===== config.mk =====
export PLATFORM = sky130hd
export DESIGN_NAME = ws_calc
export DESIGN_NICKNAME = d
export VERILOG_FILES = /design/src/rtl/ws_pkg.sv /design/src/rtl/ws_ctrl_reg.sv /design/src/rtl/ws_cycle_lut.sv /design/src/rtl/ws_busy_fsm.sv /design/src/rtl/ws_calc.sv
export SDC_FILE = /design/constraint.sdc
export NUM_CORES = 1
export LEC_CHECK = 0
export BUFFER_PORTS_ARGS = -buffer_cell sky130_fd_sc_hd__buf_2
export CAP_MARGIN = 20
export CORE_ASPECT_RATIO = 0.5
export CORE_MARGIN = 4
export CORE_UTILIZATION = 25
export CTS_CLUSTER_DIAMETER = 30
export DETAILED_ROUTE_END_ITERATION = 16
export PLACE_DENSITY = 0.43
export SKIP_CTS_REPAIR_TIMING = 1
export SLEW_MARGIN = 20
export SYNTH_ARGS = -nofsm -noshare
export SYNTH_HDL_FRONTEND = slang
export SYNTH_SLANG_ARGS = --single-unit

===== constraint.sdc =====
create_clock -name clk -period 4.99 [get_ports clk]
set_clock_uncertainty 0.2 [all_clocks]
set_input_delay 0.998 -clock clk [delete_from_list [all_inputs] [get_ports clk]]
set_output_delay 0.998 -clock clk [all_outputs]
set_load 0.005 [all_outputs]

===== src/rtl/ws_pkg.sv =====
package ws_pkg;
    localparam int CNT_W  = 5;
    localparam int CTRL_W = 16;

    typedef logic [CNT_W-1:0] cnt_t;

    typedef struct packed {
        cnt_t first;
        cnt_t seq;
    } win_t;

    typedef enum logic [0:0] {
        ST_IDLE = 1'b0,
        ST_BUSY = 1'b1
    } ws_state_e;

    function automatic cnt_t first_cycles(input logic [1:0] fld);
        cnt_t r;
        unique case (fld)
            2'd0: r = cnt_t'(5);
            2'd1: r = cnt_t'(4);
            2'd2: r = cnt_t'(3);
            default: r = cnt_t'(9);
        endcase
        return r;
    endfunction
endpackage


===== src/rtl/ws_ctrl_reg.sv =====
module ws_ctrl_reg
    import ws_pkg::*;
#(
    parameter int NWIN = 3
) (
    input  logic                   clk,
    input  logic                   rst_n,
    input  logic                   wr_lo,
    input  logic                   wr_hi,
    input  logic [7:0]             wdata,
    output logic [CTRL_W-1:0]      ctrl_q,
    output win_t [NWIN-1:0]        wins,
    output cnt_t                   sram_first,
    output logic                   prefetch_en
);
    localparam int HALF = CTRL_W / 2;

    function automatic int fld_lsb(input int i);
        return (i == 0) ? 2 : (i == 1) ? 5 : 8;
    endfunction
    function automatic int seq_bit(input int i);
        return (i == 0) ? 4 : (i == 1) ? 7 : 10;
    endfunction
    function automatic int slow_seq(input int i);
        return (i == 0) ? 3 : (i == 1) ? 5 : 9;
    endfunction

    always_ff @(posedge clk) begin
        if (!rst_n) begin
            ctrl_q <= '0;
        end else begin
            if (wr_lo) ctrl_q[HALF-1:0]      <= wdata;
            if (wr_hi) ctrl_q[CTRL_W-1:HALF] <= {1'b0, wdata[HALF-2:0]};
        end
    end

    genvar g;
    generate
        for (g = 0; g < NWIN; g++) begin : g_win
            assign wins[g].first = first_cycles(ctrl_q[fld_lsb(g) +: 2]);
            assign wins[g].seq   = ctrl_q[seq_bit(g)] ? cnt_t'(2) : cnt_t'(slow_seq(g));
        end
    endgenerate

    assign sram_first  = first_cycles(ctrl_q[1:0]);
    assign prefetch_en = ctrl_q[14];


    top_bit_zero_chk: assert property (@(posedge clk) disable iff (!rst_n)
        ctrl_q[CTRL_W-1] == 1'b0);
endmodule


===== src/rtl/ws_cycle_lut.sv =====
module ws_cycle_lut
    import ws_pkg::*;
#(
    parameter int ADDR_W     = 32,
    parameter int BOUND_BITS = 17,
    parameter int NWIN       = 3
) (
    input  logic [ADDR_W-1:0] addr,
    input  logic              word,
    input  logic              seq,
    input  win_t [NWIN-1:0]   wins,
    input  cnt_t              sram_first,
    output cnt_t              count
);
    logic [3:0] region;
    logic       hi_zero;
    logic       at_bound;
    logic       seq_eff;
    logic [1:0] win_idx;
    win_t       sel;

    assign region   = addr[27:24];
    assign hi_zero  = (addr[ADDR_W-1:28] == '0);
    assign at_bound = (addr[BOUND_BITS-1:0] == '0);
    assign seq_eff  = seq && !at_bound;
    assign win_idx  = (region[2:1] == 2'b11) ? 2'b00 : region[2:1];
    assign sel      = wins[win_idx];

    always_comb begin
        count = cnt_t'(1);
        if (hi_zero) begin
            unique case (region)
                4'h2:       count = word ? cnt_t'(6) : cnt_t'(3);
                4'h5, 4'h6: count = word ? cnt_t'(2) : cnt_t'(1);
                4'h8, 4'h9, 4'hA, 4'hB, 4'hC, 4'hD:
                    count = (seq_eff ? sel.seq : sel.first) + (word ? sel.seq : cnt_t'(0));
                4'hE, 4'hF: count = sram_first;
                default:    count = cnt_t'(1);
            endcase
        end
    end
endmodule


===== src/rtl/ws_busy_fsm.sv =====
module ws_busy_fsm
    import ws_pkg::*;
(
    input  logic clk,
    input  logic rst_n,
    input  logic req_valid,
    input  cnt_t count,
    output logic resp_valid,
    output cnt_t cycles_q,
    output logic busy
);
    ws_state_e state_q, state_d;
    cnt_t      rem_q, rem_d;
    logic      accept;

    assign accept = (state_q == ST_IDLE) && req_valid;

    always_ff @(posedge clk) begin
        if (!rst_n) begin
            state_q <= ST_IDLE;
            rem_q   <= '0;
        end else begin
            state_q <= state_d;
            rem_q   <= rem_d;
        end
    end

    always_comb begin
        state_d = state_q;
        rem_d   = rem_q;
        unique case (state_q)
            ST_IDLE: begin
                if (accept && count > cnt_t'(1)) begin
                    state_d = ST_BUSY;
                    rem_d   = count - cnt_t'(1);
                end
            end
            ST_BUSY: begin
                if (rem_q == cnt_t'(1)) begin
                    state_d = ST_IDLE;
                    rem_d   = '0;
                end else begin
                    rem_d = rem_q - cnt_t'(1);
                end
            end
            default: state_d = ST_IDLE;
        endcase
    end

    always_ff @(posedge clk) begin
        if (!rst_n) begin
            resp_valid <= 1'b0;
            cycles_q   <= '0;
        end else begin
            resp_valid <= accept;
            if (accept) cycles_q <= count;
        end
    end

    assign busy = (state_q == ST_BUSY);


    busy_follows_multi_chk: assert property (@(posedge clk) disable iff (!rst_n)
        (resp_valid && cycles_q > cnt_t'(1)) |-> busy);

    no_busy_single_chk: assert property (@(posedge clk) disable iff (!rst_n)
        (resp_valid && cycles_q == cnt_t'(1)) |-> !busy);

    drain_ends_busy_chk: assert property (@(posedge clk) disable iff (!rst_n)
        (busy && rem_q == cnt_t'(1)) |=> !busy);

    busy_blocks_resp_chk: assert property (@(posedge clk) disable iff (!rst_n)
        busy |=> !resp_valid);
endmodule


===== src/rtl/ws_calc.sv =====
module ws_calc
    import ws_pkg::*;
#(
    parameter int ADDR_W     = 32,
    parameter int BOUND_BITS = 17
) (
    input  logic              clk,
    input  logic              rst_n,
    input  logic              cfg_wr_lo,
    input  logic              cfg_wr_hi,
    input  logic [7:0]        cfg_wdata,
    output logic [CTRL_W-1:0] cfg_rdata,
    output logic              prefetch_en,
    input  logic              req_valid,
    input  logic [ADDR_W-1:0] req_addr,
    input  logic              req_word,
    input  logic              req_seq,
    output logic              resp_valid,
    output logic [CNT_W-1:0]  cycles_out,
    output logic              busy
);
    localparam int NWIN = 3;

    win_t [NWIN-1:0] wins;
    cnt_t            sram_first;
    cnt_t            lut_count;

    ws_ctrl_reg #(.NWIN(NWIN)) u_ctrl (
        .clk        (clk),
        .rst_n      (rst_n),
        .wr_lo      (cfg_wr_lo),
        .wr_hi      (cfg_wr_hi),
        .wdata      (cfg_wdata),
        .ctrl_q     (cfg_rdata),
        .wins       (wins),
        .sram_first (sram_first),
        .prefetch_en(prefetch_en)
    );

    ws_cycle_lut #(.ADDR_W(ADDR_W), .BOUND_BITS(BOUND_BITS), .NWIN(NWIN)) u_lut (
        .addr      (req_addr),
        .word      (req_word),
        .seq       (req_seq),
        .wins      (wins),
        .sram_first(sram_first),
        .count     (lut_count)
    );

    ws_busy_fsm u_fsm (
        .clk       (clk),
        .rst_n     (rst_n),
        .req_valid (req_valid),
        .count     (lut_count),
        .resp_valid(resp_valid),
        .cycles_q  (cycles_out),
        .busy      (busy)
    );


    high_addr_one_chk: assert property (@(posedge clk) disable iff (!rst_n)
        (req_valid && req_addr[ADDR_W-1:28] != '0) |-> lut_count == cnt_t'(1));

    slow_ram_chk: assert property (@(posedge clk) disable iff (!rst_n)
        (req_valid && req_addr[ADDR_W-1:24] == 'h02) |->
        (lut_count == cnt_t'(3) || lut_count == cnt_t'(6)));

    save_ram_set_chk: assert property (@(posedge clk) disable iff (!rst_n)
        (req_valid && req_addr[ADDR_W-1:25] == 'h7) |->
        (lut_count == cnt_t'(3) || lut_count == cnt_t'(4) ||
         lut_count == cnt_t'(5) || lut_count == cnt_t'(9)));
endmodule


* After elaboration in Yosys (flattened, before gate mapping)
Cells that the tools add are included.
** Storage, ports and cells
- Output and inout bits :: 24
- Input bits :: 47
- Register bits after elaboration :: 27
** Operators by class
- $lt $le $gt $ge :: 2
- Mux-type cells :: 22
- $add $sub $neg :: 3
- Reduce and logical (&&, ||, !) cells :: 13
- Equality and inequality tests :: 22
- Bitwise logic cells :: 1
** Operator list (count)
- $pmux 4 s3 :: 4
- $eq 4x4->1 const B :: 8
- $mux 5 :: 5
- $bmux 10 s2 :: 1
- $pmux 5 s4 :: 1
- $logic_not 17->1 :: 1
- $eq 2x2->1 const B :: 5
- $mux 10 :: 1
- $pmux 5 s2 :: 1
- $sub 5x1->5 const B :: 2
- $eq 2x1->1 const B :: 4
- $eq 4x3->1 const B :: 2
- $logic_not 2->1 :: 4
- $mux 3 :: 2
- $reduce_or 6->1 :: 1
- $add 5x5->5 :: 1
- $eq 5x1->1 const B :: 1
- $gt 5x1->1 const B :: 1
- $eq 4x2->1 const B :: 1
- $logic_not 4->1 :: 1
- $mux 2 :: 2
- $mux 4 :: 1
- $reduce_or 2->1 :: 2
- $logic_and 1x1->1 :: 3
- 6 further kinds :: 8

* Longest topological paths before layout
- Word-level depth :: 12
- Mapped depth :: 17
- Gate-level depth less buffers :: 16

* Modules after synthesis
Synthesis repeated with hierarchy kept, for this count alone.
** Unflattened totals
- Cell total of the unflattened synthesis :: 272
- Area, all modules :: 2270.9 um2
** By module, submodules not included
- ws_ctrl_reg :: area each 795.8 um2, times used 1, cells an instance 87, sequential area each 300.3 um2
- ws_cycle_lut :: area each 782.0 um2, times used 1, cells an instance 109, sequential area each 0.0 um2
- ws_busy_fsm :: area each 693.2 um2, times used 1, cells an instance 76, sequential area each 240.2 um2

* Worst setup path after synthesis
Ideal clock, no wire load.
- Kind :: input-to-reg
- Start :: input req_addr[8]
- End :: register u_fsm.rem_q[2]
- Cell stages on the path :: 13
- Setup time :: 0.122 ns
- Slack :: 0.377 ns
- Arrival :: 4.292 ns
- Required time :: 4.668 ns
- Cell sequence :: nor4_1 > nand4_1 > o41ai_1 > mux2i_1 > ha_1 > fa_1 > a221o_2 > or2b_1 > ha_1 > o21ai_0 > o31a_1 > o21a_1 > o311a_1
** Between the ends
- Word-level cells in the longest chain between the ends :: 10
- Elaborated cells between the ends (all ways) :: 13
- Classes of those cells :: add/sub (2); order compare (1); eq/ne (1); mux (5); reduce/logical (4)
** RTL lines
- start, declared :: line ws_calc.sv:15 : input logic [ADDR_W-1:0] req_addr,
- $logic_not 17->1 (*) :: line ws_cycle_lut.sv:24 : assign at_bound = (addr[BOUND_BITS-1:0] == '0);
- $logic_not 1->1 (*) :: line ws_cycle_lut.sv:25 : assign seq_eff = seq && !at_bound;
- $logic_and 1x1->1 (*) :: line ws_cycle_lut.sv:25
- $mux 5 (*) :: line ws_cycle_lut.sv:36 : count = (seq_eff ? sel.seq : sel.first) + (word ? sel.seq : cnt_t'(0));
- $add 5x5->5 (*) :: line ws_cycle_lut.sv:36
- $pmux 5 s4 (*) :: line ws_cycle_lut.sv:32 : unique case (region)
- $mux 5 (*) :: line ws_cycle_lut.sv:31 : if (hi_zero) begin
- $sub 5x1->5 or $gt 5x1->1 (tied branches) :: line ws_busy_fsm.sv:35, ws_busy_fsm.sv:33
- $mux 5 or $logic_and 1x1->1 (tied branches) :: line ws_busy_fsm.sv:33 : if (accept && count > cnt_t'(1)) begin
- $pmux 5 s2 or $ne 2x2->1 (tied branches)
- end signal, assigned :: line ws_busy_fsm.sv:24 : rem_q <= rem_d;
- end, declared :: line ws_busy_fsm.sv:13 : cnt_t rem_q, rem_d;
Every way passes the cells marked *; elsewhere a longest branch is shown, timed or not. The select of a mux whose other input is x is not followed.
A chain may end at the register's enable or synchronous reset.

* Worst setup path after layout
- Start :: input req_addr[4]
- End :: register u_fsm.rem_q[2]
Same word-level chain as after synthesis.

==> flow_summary.yaml <==
timing:
  worst_slack_ns: 0.542
  holdWs_ns: 0.263
  post-route-min-period_ns: 4.45
  timing.final.hold_violations: 0
  setup-tns-final_ns: 0
  final-max-slew-violation-count: 0
  rsz0062_at_grt: "no"
  number_of_setup_violations_in_the_final_report: 0
  maxClockFrequency_mhz: 225
  max-slew-margin-rel_pct: 51.4
  layout_worst_path_cycle_share_pct: 89.1
  actual_slew_at_the_worst_max_slew_pin_ns: 0.722
die:
  row_count: 22
  fp.dieW_um: 133
  die_h_um: 70.5
  io_pins: 71
  die_area_um2: 9370
  core_area_um2: 7460
  initial_core_util_pct: 26.1
clock_tree:
  ctsLongestPathBuffers: 2
  clk_pin_slew_ns: 0.06
  clock_insertion_delay_worst_skew_ns: 0.26
  number_of_cts_inserted_buffers: 3
  h-tree-depth: 1
  tritoncts: "yes"
  numClockSinks: 27
  buffer_type_at_the_clock_tree_root: "clkbuf_16"
cells_and_area:
  nNetsFinal: 341
  layout_common_cells: "62 x buf_2, 27 x dfxtp_1, 23 x nand2_1, 19 x nor2b_1, 16 x mux2i_1"
  leading_cell_type_in_the_layout_fill_and_taps_excluded: "buf_2"
  final_cell_area_um2: 2390
  final_layout_size_suffix_gt1_share_pct: 27.1
  antennaDiodeCount: 0
  layout-area-overhead-vs-synth_pct: 22.6
yosys:
  synth.distinct_cells: 61
  synth-compound-area-share_pct: 20.8
  synth-async-reset-ratio_pct: 0
  syn_area_um2: 1950
  synthSimpleGateAreaFrac_pct: 26.1
  postSynthRegisterBits: 27
  syn_nets: 286
  synth_top_area_share_pct: 27.7
  cell_count_after_synthesis: 230
  synthTopCellsByArea: "dfxtp_1 28%, mux2i_1 8.2%, nor2b_1 6.1%"
  ys.flop_type: "dfxtp_1"
  yosys-mux-area-fraction_pct: 8.79
  yosys.area.top_type: "dfxtp_1"
  ys.warnings.count: 0
  synth-edff-count: 0
  synth-xor-area-share_pct: 4.04
  synth_area_per_cell_um2: 8.48
  synth.yosys.seq_area_share_pct: 27.7
  synth_top_family_by_area: "simple AND/OR/NAND/NOR gates"
  synth-adder-area-share_pct: 6.16
pwr:
  worst_ir_drop_vdd_v: 0.000133
  power_per_cell_area_nw_per_um2: 227
  power.leakage_nw: 1.10
placement:
  dpl_cell_area_um2: 2310
  hpwl_mm: 3.99
  gp_congestion: 0.814
  place.port_buffers: 62
  place_ws_ns: 0.290
critical_path:
  timing.critical_path.to_type: "register"
  rrSetupSlack_ns: 1.51
  crit_fanout: 8
  r2r-start: "u_ctrl.ctrl_q[5]"
  worst-endpoint-arrival_ns: 4.40
  timing.critical_path.required_ns: 4.94
  r2r-end: "u_fsm.rem_q[2]"
  worstSetupStartpointType: "primary input"
  worstRegToRegCells: 14
  timing.setup.critical_path_class: "in -> reg"
global_route:
  grt_max_degree: 29
  first_pass_grt_wire_length_mm: 8.40
  grt_overflow_total: 0
  first_global_vias: 1708
  grt_use_total_pct: 10.5
  antenna_found_initial: 0
routing:
  ant_nets: 0
  detail_route.wirelength_mm: 4.94
  viasPerCell: 4.55
  firstDrtPassIters: 4
  drc_errors: 0
  first_iter_violations: 60
  routed_wire_length_per_instance_um: 12.6
  via_count: 1784
worst_hold_path:
  min_to: "u_fsm.cycles_q[2]"
  min_delay_path_depth: 2
  hp-class: "reg -> reg"
  hold_path_startpoint: "u_fsm.cycles_q[2]"
run:
  maxCapViolations: 0
status:
  run_status: "completed"
==> critical path, cell delays in order <==
cell,delay [ns]
buf_2,0.09
nor4_1,0.28
nand4_1,0.13
o41ai_1,0.27
buf_4,0.21
mux2i_1,0.19
ha_1,0.20
fa_1,0.41
a221o_2,0.40
or2b_1,0.21
ha_1,0.16
o21ai_0,0.09
o31a_1,0.20
o21a_1,0.25
o311a_1,0.29
==> worst max path at each step <==
stage,endpoint,startpoint,cells past startpoint
3_3_place_gp,u_fsm.rem_q[2],req_addr[8],15
4_1_cts,u_fsm.rem_q[2],req_addr[4],15
5_1_grt,u_fsm.rem_q[4],req_addr[8],15
2_1_floorplan,u_fsm.rem_q[2],req_addr[8],13
6_report,u_fsm.rem_q[2],req_addr[4],15
3_5_place_dp,u_fsm.rem_q[2],req_addr[4],15
==> metal layers <==
layer	vias to the layer above	routed length [um]	GRT usage (%)
met1	822	2380	14.0
li1	937	-	-
met3	2	130	2.16
met4	0	14	1.50
met5	-	0	0
met2	23	2410	17.8
==> area by class of cell <==
class | instances | area [um^2]
well taps | 108 | 135
fillers | 790 | 5070
repair buffers | 63 | 318
clock inverters | 1 | 5.00
flip-flops and latches | 27 | 541
multi-input cells | 182 | 1290
inverters | 8 | 30.0
clock buffers | 3 | 75.1
==> cells by family (layout without fill, tap and decap cells) <==
group | count (synthesis) | count (layout)
other cells | 1 | 1
flops | 27 | 27
buf+inv | 21 | 75
xor+xnor | 9 | 9
simple gates | 91 | 91
mux | 17 | 17
compound gates | 55 | 55
fa+ha+maj | 9 | 9
==> state kept, by name (all words and copies together) (netlist names) <==
name	flops
u_fsm.resp_valid	1
u_ctrl.ctrl_q	15
u_fsm.busy	1
u_fsm.rem_q	5
u_fsm.cycles_q	5
==> where the power goes <==
part | switching (mW) | internal (mW)
combinational | 0.0652 | 0.0594
clock | 0.0728 | 0.108
sequential | 0.0110 | 0.226
==> synth_stat cells, types with 3 or more instances <==
cell / count
buf_4: 4
nor2_1: 13
mux2i_1: 16
nor4_1: 3
o21ai_0: 8
a21boi_0: 6
inv_1: 8
and2_1: 6
a21oi_1: 6
and3_1: 4
nor2b_1: 19
nand3_1: 5
o41ai_1: 3
xnor2_1: 3
nand2_1: 23
xor2_1: 6
dfxtp_1: 27
clkbuf_1: 4
o2111ai_1: 3
nand2b_1: 3
ha_1: 8
o21a_1: 3
==> metrics by stage <==
stage                     power (mW)  util, %  cells
after floorplan                0.325        -    230
after global placement         0.365     31.0    388
after detailed placement       0.367     31.0    388
after CTS                      0.548     32.1    392
after global routing           0.573     32.1    392
final                          0.543     32.1    392
Power figures use the tool's default switching activity.
